File: config.mk
export PLATFORM = sky130hd
export DESIGN_NAME = i2c_status_slave
export DESIGN_NICKNAME = d
export VERILOG_FILES = /design/src/rtl/i2c_stat_pkg.sv /design/src/rtl/stat_sync.sv /design/src/rtl/stat_glitch_filter.sv /design/src/rtl/stat_bus_events.sv /design/src/rtl/stat_por_flag.sv /design/src/rtl/stat_slave_ctrl.sv /design/src/rtl/i2c_status_slave.sv
export SDC_FILE = /design/constraint.sdc
export NUM_CORES = 1
export LEC_CHECK = 0
export ABC_AREA = 1
export CAP_MARGIN = 5
export CORE_ASPECT_RATIO = 1.4
export CORE_UTILIZATION = 40
export DETAILED_ROUTE_END_ITERATION = 8
export PLACE_DENSITY = 0.65
export SKIP_LAST_GASP = 1
export SYNTH_ARGS = -nofsm -noshare
export SYNTH_HDL_FRONTEND = slang
export SYNTH_SLANG_ARGS = --single-unit
File: constraint.sdc
create_clock -name clk -period 1.6 [get_ports clk]
set_clock_uncertainty 0.1 [all_clocks]
set_input_delay 0.4 -clock clk [delete_from_list [all_inputs] [get_ports clk]]
set_output_delay 0.4 -clock clk [all_outputs]
set_load 0.03 [all_outputs]
File: src/rtl/i2c_stat_pkg.sv
package i2c_stat_pkg;

    localparam int CMP_W = 4;
    localparam int LVL_W = $clog2(CMP_W + 1);
    localparam int PAD_W = 8 - 2 - LVL_W;
    localparam logic [4:0] DEV_PREFIX = 5'b11000;

    typedef enum logic [2:0] {
        ST_IDLE,
        ST_ADDR,
        ST_ACK_WAIT,
        ST_ADDR_ACK,
        ST_TX,
        ST_HOST_ACK,
        ST_RELOAD
    } ctl_state_e;

    typedef struct packed {
        logic             por;
        logic             lock;
        logic [PAD_W-1:0] pad;
        logic [LVL_W-1:0] level;
    } status_t;

    typedef struct packed {
        logic start;
        logic stop;
        logic rise;
        logic fall;
        logic sda;
    } bus_evt_t;

    function automatic logic [LVL_W-1:0] therm_level(input logic [CMP_W-1:0] t);
        logic [LVL_W-1:0] n;
        n = '0;
        for (int i = 0; i < CMP_W; i++)
            n = n + {{(LVL_W-1){1'b0}}, t[i]};
        return n;
    endfunction

    function automatic logic addr_hit(input logic [7:0] b, input logic [1:0] sel);
        return (b[7:3] == DEV_PREFIX) && (b[2:1] == sel) && b[0];
    endfunction

endpackage

File: src/rtl/stat_sync.sv
module stat_sync #(
    parameter int           W       = 1,
    parameter int           STAGES  = 2,
    parameter logic [W-1:0] RST_VAL = '0
) (
    input  logic         clk,
    input  logic         rst,
    input  logic [W-1:0] d,
    output logic [W-1:0] q
);
    logic [STAGES-1:0][W-1:0] stg;

    always_ff @(posedge clk) begin
        if (rst) begin
            for (int i = 0; i < STAGES; i++) stg[i] <= RST_VAL;
        end else begin
            stg[0] <= d;
            for (int i = 1; i < STAGES; i++) stg[i] <= stg[i-1];
        end
    end

    assign q = stg[STAGES-1];
endmodule

File: src/rtl/stat_glitch_filter.sv
module stat_glitch_filter #(
    parameter int           W       = 1,
    parameter logic [W-1:0] RST_VAL = '0
) (
    input  logic         clk,
    input  logic         rst,
    input  logic [W-1:0] d,
    output logic [W-1:0] q
);
    for (genvar g = 0; g < W; g++) begin : g_bit
        logic hold_b;
        logic lvl_b;
        always_ff @(posedge clk) begin
            if (rst) begin
                hold_b <= RST_VAL[g];
                lvl_b  <= RST_VAL[g];
            end else begin
                hold_b <= d[g];
                if (d[g] == hold_b) lvl_b <= hold_b;
            end
        end
        assign q[g] = lvl_b;
    end
endmodule

File: src/rtl/stat_bus_events.sv
module stat_bus_events
    import i2c_stat_pkg::*;
(
    input  logic     clk,
    input  logic     rst,
    input  logic     scl,
    input  logic     sda,
    output bus_evt_t evt
);
    logic scl_d, sda_d;

    always_ff @(posedge clk) begin
        if (rst) begin
            scl_d <= 1'b1;
            sda_d <= 1'b1;
        end else begin
            scl_d <= scl;
            sda_d <= sda;
        end
    end

    always_comb begin
        evt.start = scl & scl_d & sda_d & ~sda;
        evt.stop  = scl & scl_d & ~sda_d & sda;
        evt.rise  = scl & ~scl_d;
        evt.fall  = ~scl & scl_d;
        evt.sda   = sda;
    end
endmodule

File: src/rtl/stat_por_flag.sv
module stat_por_flag (
    input  logic clk,
    input  logic rst,
    input  logic set_i,
    input  logic clr_i,
    output logic por_o
);
    always_ff @(posedge clk) begin
        if (rst || set_i) por_o <= 1'b1;
        else if (clr_i)   por_o <= 1'b0;
    end
endmodule

File: src/rtl/stat_slave_ctrl.sv
module stat_slave_ctrl
    import i2c_stat_pkg::*;
(
    input  logic       clk,
    input  logic       rst,
    input  bus_evt_t   evt,
    input  logic [1:0] addr_sel,
    input  status_t    snapshot,
    output logic       sda_oe,
    output logic       por_clr,
    output ctl_state_e state_o
);
    ctl_state_e state;
    logic [2:0] bit_cnt;
    logic [7:0] shreg;
    logic       oe_q;
    logic [7:0] addr_byte;

    assign addr_byte = {shreg[6:0], evt.sda};

    always_ff @(posedge clk) begin
        if (rst) begin
            state   <= ST_IDLE;
            bit_cnt <= '0;
            shreg   <= '0;
            oe_q    <= 1'b0;
        end else if (evt.start) begin
            state   <= ST_ADDR;
            bit_cnt <= '0;
            oe_q    <= 1'b0;
        end else if (evt.stop) begin
            state <= ST_IDLE;
            oe_q  <= 1'b0;
        end else begin
            case (state)
                ST_ADDR: if (evt.rise) begin
                    shreg   <= addr_byte;
                    bit_cnt <= bit_cnt + 3'd1;
                    if (bit_cnt == 3'd7)
                        state <= addr_hit(addr_byte, addr_sel) ? ST_ACK_WAIT : ST_IDLE;
                end
                ST_ACK_WAIT: if (evt.fall) begin
                    oe_q  <= 1'b1;
                    state <= ST_ADDR_ACK;
                end
                ST_ADDR_ACK, ST_RELOAD: if (evt.fall) begin
                    shreg   <= snapshot;
                    oe_q    <= ~snapshot[7];
                    bit_cnt <= '0;
                    state   <= ST_TX;
                end
                ST_TX: if (evt.fall) begin
                    if (bit_cnt == 3'd7) begin
                        oe_q  <= 1'b0;
                        state <= ST_HOST_ACK;
                    end else begin
                        bit_cnt <= bit_cnt + 3'd1;
                        oe_q    <= ~shreg[6];
                        shreg   <= {shreg[6:0], 1'b0};
                    end
                end
                ST_HOST_ACK: if (evt.rise) begin
                    state <= evt.sda ? ST_IDLE : ST_RELOAD;
                end
                default: state <= ST_IDLE;
            endcase
        end
    end

    assign por_clr = (state == ST_HOST_ACK) && evt.rise && evt.sda
                     && !evt.start && !evt.stop;
    assign sda_oe  = oe_q;
    assign state_o = state;
endmodule

File: src/rtl/i2c_status_slave.sv
module i2c_status_slave
    import i2c_stat_pkg::*;
#(
    parameter int SYNC_STAGES = 2
) (
    input  logic             clk,
    input  logic             rst,
    input  logic             scl_i,
    input  logic             sda_i,
    output logic             sda_oe,
    input  logic [1:0]       addr_sel,
    input  logic             lock_i,
    input  logic             supply_fail_i,
    input  logic [CMP_W-1:0] cmp_i
);
    localparam int AUX_W = CMP_W + 2;

    logic [1:0]       bus_s, bus_f;
    logic [AUX_W-1:0] aux_s;
    logic             scl_flt, sda_flt;
    logic             lock_s, fail_s;
    logic [CMP_W-1:0] cmp_s;
    logic             por_q, por_clr;
    bus_evt_t         evt;
    status_t          snapshot;
    ctl_state_e       state_w;

    stat_sync #(.W(2), .STAGES(SYNC_STAGES), .RST_VAL(2'b11)) u_bus_sync (
        .clk(clk), .rst(rst), .d({scl_i, sda_i}), .q(bus_s));

    stat_glitch_filter #(.W(2), .RST_VAL(2'b11)) u_bus_filt (
        .clk(clk), .rst(rst), .d(bus_s), .q(bus_f));

    assign scl_flt = bus_f[1];
    assign sda_flt = bus_f[0];

    stat_sync #(.W(AUX_W), .STAGES(SYNC_STAGES), .RST_VAL('0)) u_aux_sync (
        .clk(clk), .rst(rst), .d({supply_fail_i, lock_i, cmp_i}), .q(aux_s));

    assign fail_s = aux_s[AUX_W-1];
    assign lock_s = aux_s[AUX_W-2];
    assign cmp_s  = aux_s[CMP_W-1:0];

    stat_bus_events u_evt (
        .clk(clk), .rst(rst), .scl(scl_flt), .sda(sda_flt), .evt(evt));

    stat_por_flag u_por (
        .clk(clk), .rst(rst), .set_i(fail_s), .clr_i(por_clr), .por_o(por_q));

    always_comb begin
        snapshot.por   = por_q;
        snapshot.lock  = lock_s;
        snapshot.pad   = '0;
        snapshot.level = therm_level(cmp_s);
    end

    stat_slave_ctrl u_ctrl (
        .clk(clk), .rst(rst), .evt(evt), .addr_sel(addr_sel),
        .snapshot(snapshot), .sda_oe(sda_oe), .por_clr(por_clr),
        .state_o(state_w));
endmodule

==> results of run 1 <==
[synthesized netlist by cell type (2+ instances only)]
cell type	n	area [µm²]
dfxtp_1	37	741
clkbuf_1	2	7.51
nand4_1	2	12.5
nor2_2	4	25.0
or2_2	6	37.5
nand2_1	43	161
buf_6	5	56.3
o21ai_0	10	50.1
inv_1	28	105
o21ai_1	2	10.0
nand3_1	8	40.0
ha_1	4	50.1
a21oi_2	5	43.8
nor3_1	2	10.0
inv_2	4	15.0
a21oi_1	8	40.0
nand3_2	5	50.1
nor2_1	38	143
[layout by cell type (no fill, tap or decap)]
| master | instances |
|---|---|
| nand2_1 | 40 |
| nor2_1 | 38 |
| dfxtp_1 | 32 |
| inv_1 | 27 |
| buf_4 | 14 |
| clkdlybuf4s50_1 | 11 |
| o21ai_0 | 9 |
| a21oi_1 | 8 |
| nand3_1 | 7 |
| nand3_2 | 6 |
| or2_2 | 6 |
| a21oi_2 | 5 |
| clkbuf_8 | 5 |
| inv_2 | 4 |
| nand2_2 | 4 |
| dfxtp_2 | 4 |
| o21ai_1 | 3 |
| nor2_4 | 2 |
| nand4_1 | 2 |
| nor3_1 | 2 |
| nor2_2 | 2 |
| ha_4 | 2 |
| o21ai_2 | 1 |
| inv_4 | 1 |
| o211ai_1 | 1 |
| o31ai_1 | 1 |
| o22ai_1 | 1 |
| fa_1 | 1 |
| ha_2 | 1 |
| ha_1 | 1 |
| bufinv_16 | 1 |
| clkinv_4 | 1 |
| clkinvlp_4 | 1 |
| dlygate4sd2_1 | 1 |
| buf_6 | 1 |
| dfxtp_4 | 1 |
[final timing paths]
check                                        from         endpoint  slack [ps]  cells after the start
worst max-delay path              u_aux_sync.q[3]  u_ctrl.shreg[1]         -30                      7
worst min register to register  u_aux_sync.stg[3]  u_aux_sync.q[3]         300                      2
worst max register to register    u_aux_sync.q[3]  u_ctrl.shreg[1]         -30                      7
worst min-delay path            u_aux_sync.stg[3]  u_aux_sync.q[3]         300                      2
[final cells by class]
class | count | area share
multi-input combinational | 143 | 0.379
sequential | 37 | 0.365
timing repair buffer | 27 | 0.114
inverter | 32 | 0.0596
clock buffer | 5 | 0.0335
tap | 43 | 0.0262
clock inverter | 3 | 0.0225
[worst reg2reg max path, cell delays in order, from the launching register on]
cell	delay, ps
dfxtp_2	320
fa_1	570
ha_4	150
ha_4	190
nand2_2	50
nand2_1	40
nor2_1	70
nor2_1	40
[repair_timing]
action                                  CTS  global route
endpoints found under the setup margin    8            15
cloned                                    0             0
gates resized for setup                   4            14
pin swaps                                 4             3
setup buffers                             0             1
[per-stage QoR]
stage / worst slack [ps] / TNS (ps)
finish: -26.6 / -46.1
global route: -130 / -414
CTS: -36.2 / -48.9
detailed placement: -60.9 / -267
global placement: -41.4 / -172
floorplan: -7.27 / -7.27
[routing by layer]
metal  part of all wire  GRT usage  up-vias
met5                  0          0        -
met4              0.054      0.129        0
met3              0.025     0.0412       14
met2               0.50      0.270       24
met1               0.42      0.164      597
li1                   -          -      732
[power by group through the flow]
stage | logic, mW | registers (mW) | clock network, mW
6_report | 0.0836 | 0.947 | 0.813
5_1_grt | 0.0942 | 0.948 | 0.876
4_1_cts | 0.0842 | 0.948 | 0.843
3_5_place_dp | 0.0808 | 0.970 | 0
3_3_place_gp | 0.0801 | 0.969 | 0
2_1_floorplan | 0.0376 | 0.968 | 0
[state kept, by name, summed over array words and instances (netlist names)]
| register | cells |
|---|---|
| u_aux_sync.q | 6 |
| u_aux_sync.stg | 6 |
| u_bus_filt.g_bit.hold_b | 2 |
| u_bus_filt.g_bit.lvl_b | 2 |
| u_bus_sync.q | 2 |
| u_bus_sync.stg | 2 |
| u_ctrl.bit_cnt | 3 |
| u_ctrl.sda_oe | 1 |
| u_ctrl.shreg | 7 |
| u_ctrl.state_o | 3 |
| u_evt.scl_d | 1 |
| u_evt.sda_d | 1 |
| u_por.por_o | 1 |
[cells by family (layout without fill, tap and decap cells)]
kind of cell             count (synthesis)  after routing
adder cells (fa/ha/maj)                  5              5
flip-flops                              37             37
AO/OA/AOI/OAI                           29             29
buffers and inverters                   39             67
AND/OR/NAND/NOR                        109            109
==> results by group, run 1 <==
Worst setup path
  • CP cell instances: fa_1, ha_4, ha_4, nand2_2, nand2_1, nor2_1, nor2_1
  • Worst Path Buf+Inv: 0
  • Slowest cell delay on critical path: 570 ps
  • WS Path Type: flip-flop to flip-flop
  • Crit-path max FO: 1
  • Setup crit end kind: flip-flop
  • Critical path data required time: 1690 ps
  • Startpoint types: flip-flop
  • Critical path arrival: 1720 ps
  • Crit path max-delay family: adder cells
  • Slowest CP cell: fa_1

Timing
  • RSZ-0062 raised after global routing: yes
  • Slew of the pin with the lowest slew margin: 295 ps
  • Final min period: 1630 ps
  • F_max: 615 MHz
  • Setup violators final: 2
  • Fin crit share: 1.02
  • Hold Slack: 297 ps
  • Slew margin rel.: 0.804
  • Slew Viols, Final: 0
  • Final hold violation count: 0
  • Final worst slack: -26.6 ps

Cells and area
  • Final #Nets: 263
  • Share of layout cells above drive strength 1: 0.251
  • Fillers: 386
  • Final cell count without fillers: 290
  • Post-route design area: 0.00206 mm²
  • Storage cell area: 749 µm²
  • Finished Core Util: 0.520
  • Synth-to-layout area growth: 24.3%
  • Area of the multi-input gates: 779 µm²
  • ANT cells: 0

Synth
  • Mux contribution to synthesized area: 0
  • Synthesized-area fraction occupied by adder cells: 0.0424
  • Main synth FF type: dfxtp_1
  • Synth warn: 0
  • Post-synth EDFFs: 0
  • Syn Nets: 236
  • Mapped Cells: 219
  • Post-synthesis compound-gate area fraction: 0.105
  • Synth Area per Inst: 7.55 µm²
  • Sequential area share after synthesis: 0.448
  • Syn Std Cell Area: 0.00165 mm²
  • #FFs+latches synth: 37
  • Simple-gate share of the synthesized area: 0.293
  • XOR/XNOR share of the synthesized area: 0
  • Synth unique cells: 24
  • Largest family of logic cells by synthesized area: simple AND/OR/NAND/NOR gates
  • Asr flop ratio synth: 0

Detailed routing
  • Detailed-route DRC error count: 0
  • Routed Antenna Nets: 0
  • Routed Wire Length: 2980 µm
  • Vias per std cell: 4.71
  • First drt pass iteration count: 4
  • Routed vias: 1367
  • Initial DRC Count: 24
  • Routed WL per cell: 10.3 µm

Pwr
  • Leak Pwr: 0.936 nW
  • P_sw: 0.389 mW
  • Maximum vdd drop: 695 µV
  • Clock group share of total power: 0.441
  • Switching share of total power: 0.211
  • P_int: 1.45 mW
  • Logic pwr share: 0.045
  • PwrDens: 896 mW/mm²
  • Flop pwr share: 0.514
  • Power, Total: 1.84 mW

Clock tree
  • Inserted Clock Buffers: 5
  • CTS tree: yes
  • CTS Buffer Depth: 2
  • Num Clock Sinks: 37
  • # H-tree levels: 2
  • CTS Hold Bufs: 0
  • Skew-Pair Late Insertion Delay: 290 ps
  • Clock-pin slew on the worst setup and hold paths: 80 ps
  • Root buffer cell: clkbuf_8

GRT
  • Grt ovf: 0
  • Pin count of the biggest net entering global routing: 19
  • First-pass GRT wire length: 5350 µm
  • Initial antenna violation count: 0
  • Vias in the first global route: 1323
  • Gr usage total: 0.160

Die
  • Die area: 0.00440 mm²
  • Core Area: 0.00395 mm²
  • Die height: 78.1 µm
  • Row cnt: 27
  • Die width: 56.4 µm
  • Top-level I/O count: 13
  • Initial core utilization: 0.418

Placement
  • Dpl cells: 281
  • PortBufs: 12
  • DP HPWL: 2250 µm
  • RePlAce Congestion: 0.842
  • DP Area: 0.00189 mm²

Run status
  • Failing checks: negative setup slack
  • Status: finished, violations left

Flow run
  • Max_cap viols: 0

Min path
  • Hold WC Path Type: flip-flop to flip-flop
Note: power is estimated with default switching activity, not from simulation.
==> run 2, diff against run 1 <==
SKIP_LAST_GASP = not set   (was 1)
==> results by group, run 2 (synthesized netlist as in run 1, its figures left out) <==
Pwr
  • Switching share of total power: 0.211 (unchanged)
  • P_sw: 0.389 mW (unchanged)
  • P_int: 1.45 mW (unchanged)
  • Clock group share of total power: 0.441 (about the same)
  • Logic pwr share: 0.045 (about the same)
  • Maximum vdd drop: 695 µV (unchanged)
  • PwrDens: 896 mW/mm² (unchanged)
  • Flop pwr share: 0.514 (about the same)
  • Power, Total: 1.84 mW (unchanged)
  • Leak Pwr: 0.936 nW (unchanged)

Clock tree
  • Num Clock Sinks: 37 (unchanged)
  • Skew-Pair Late Insertion Delay: 290 ps (about the same)
  • Root buffer cell: clkbuf_8 (unchanged)
  • Inserted Clock Buffers: 5 (unchanged)
  • CTS tree: yes (unchanged)
  • CTS Hold Bufs: 0 (unchanged)
  • CTS Buffer Depth: 2 (unchanged)
  • Clock-pin slew on the worst setup and hold paths: 80 ps (about the same)
  • # H-tree levels: 2 (unchanged)

GRT
  • First-pass GRT wire length: 5350 µm (unchanged)
  • Pin count of the biggest net entering global routing: 19 (unchanged)
  • Gr usage total: 0.160 (unchanged)
  • Initial antenna violation count: 0 (unchanged)
  • Grt ovf: 0 (unchanged)
  • Vias in the first global route: 1323 (unchanged)

Placement
  • RePlAce Congestion: 0.842 (unchanged)
  • PortBufs: 12 (unchanged)
  • DP HPWL: 2250 µm (unchanged)
  • Dpl cells: 281 (unchanged)
  • Pre-CTS setup slack: -60.9 ps (unchanged)

Min path
  • Hold path start: u_aux_sync.stg[3] (unchanged)
  • Hold worst-path end: u_aux_sync.q[3] (unchanged)
  • Hold depth: 2 (unchanged)
  • Hold WC Path Type: flip-flop to flip-flop (unchanged)

Die
  • Core Area: 0.00395 mm² (unchanged)
  • Top-level I/O count: 13 (unchanged)
  • Row cnt: 27 (unchanged)
  • Die height: 78.1 µm (unchanged)
  • Die width: 56.4 µm (unchanged)
  • Die area: 0.00440 mm² (unchanged)
  • Initial core utilization: 0.418 (unchanged)

Detailed routing
  • Routed vias: 1367 (unchanged)
  • Vias per std cell: 4.71 (unchanged)
  • Initial DRC Count: 24 (unchanged)
  • Routed Wire Length: 2980 µm (unchanged)
  • Routed Antenna Nets: 0 (unchanged)
  • Routed WL per cell: 10.3 µm (unchanged)
  • Detailed-route DRC error count: 0 (unchanged)
  • First drt pass iteration count: 4 (unchanged)

Timing
  • Slew margin rel.: 0.804 (unchanged)
  • F_max: 615 MHz (unchanged)
  • Slew Viols, Final: 0 (unchanged)
  • Setup violators final: 2 (unchanged)
  • Slew of the pin with the lowest slew margin: 295 ps (unchanged)
  • RSZ-0062 raised after global routing: yes (unchanged)
  • Final min period: 1630 ps (unchanged)
  • Hold Slack: 297 ps (unchanged)
  • Final hold violation count: 0 (unchanged)
  • Fin crit share: 1.02 (unchanged)
  • Final worst slack: -26.6 ps (unchanged)

Worst setup path
  • R2r setup slk: -30 ps (about the same)
  • Critical path arrival: 1720 ps (about the same)
  • Critical path data required time: 1690 ps (about the same)
  • WS Path Type: flip-flop to flip-flop (unchanged)
  • Crit path from: u_aux_sync.q[3] (unchanged)
  • Setup crit end kind: flip-flop (unchanged)
  • FF-to-FF Start: u_aux_sync.q[3] (unchanged)
  • Startpoint types: flip-flop (unchanged)
  • Reg2Reg Capture Point: u_ctrl.shreg[1] (unchanged)
  • Crit-path max FO: 1 (unchanged)
  • Worst Reg-to-Reg Cells: 7 (unchanged)

Run status
  • Status: finished, violations left (unchanged)
  • Failing checks: negative setup slack (unchanged)

Cells and area
  • Synth-to-layout area growth: 24.3% (unchanged)
  • ANT cells: 0 (unchanged)
  • Share of layout cells above drive strength 1: 0.251 (unchanged)
  • Final #Nets: 263 (unchanged)
  • Finished Core Util: 0.520 (unchanged)
  • Fillers: 386 (unchanged)
  • Most common cell after layout, fill and taps aside: nand2_1 (unchanged)
  • Biggest register: u_ctrl.shreg (unchanged)
  • Max FFs per register: 7 (unchanged)
  • Final cell count without fillers: 290 (unchanged)
  • Leading cell types in the layout, fill and taps excluded: 40 x nand2_1, 38 x nor2_1, 32 x dfxtp_1 (unchanged)

Flow run
  • Max_cap viols: 0 (unchanged)
-- run 2: cell counts in the layout (fill, tap and decap cells not counted) --
No cell type changed its count.
-- run 2: how the worst max path moves through the flow --
stage	end	slack, ps	depth (start not counted)
floorplan	u_ctrl.shreg[1]	-7	7
CTS	u_ctrl.shreg[1]	-30	7
finish	u_ctrl.shreg[1]	-30	7
detailed placement	u_bus_sync.q[0]	-60	3
global placement	u_bus_sync.q[0]	-40	3
global route	u_ctrl.shreg[1]	-130	7
-- run 2: worst max-delay path: stages (launching register included) --
cell and delay, ps:
dfxtp_2 320, fa_1 570, ha_4 150, ha_4 190, nand2_2 50, nand2_1 40, nor2_1 70, nor2_1 40
-- run 2: power by group through the flow --
stage                     logic (mW)  clock network, mW  registers [mW]
final                         0.0836              0.813           0.947
after global routing          0.0942              0.876           0.948
after CTS                     0.0849              0.843           0.948
after detailed placement      0.0808                  0           0.970
after global placement        0.0801                  0           0.969
after floorplan               0.0376                  0           0.968
-- run 2: cell type report --
cell class              instances  area, µm²  area share
multi-input cells             143        779       0.379
repair buffers                 27        235       0.114
clock buffers                   5       68.8      0.0335
well taps                      43       53.8      0.0262
flip-flops and latches         37        749       0.365
clock inverters                 3       46.3      0.0225
inverters                      32        123      0.0596
-- run 2: per-layer routing --
layer | up-vias | GRT usage | wire length (µm)
li1 | 732 | - | -
met1 | 597 | 0.164 | 1250
met2 | 24 | 0.270 | 1500
met3 | 14 | 0.0412 | 76
met4 | 0 | 0.129 | 160
met5 | - | 0 | 0
-- run 2: stage by stage --
stage / setup TNS, ps / area, µm²
detailed placement: -267 / 1890
global route: -414 / 2060
finish: -46.1 / 2060
floorplan: -7.27 / 1670
global placement: -172 / 1890
CTS: -43.8 / 2020
-- run 2: what timing repair did --
| item | 4_1_cts | 5_1_grt |
|---|---|---|
| resized for setup | 5 | 13 |
| pin swaps | 4 | 3 |
| setup endpoints to repair | 8 | 15 |
| setup buffers | 0 | 1 |
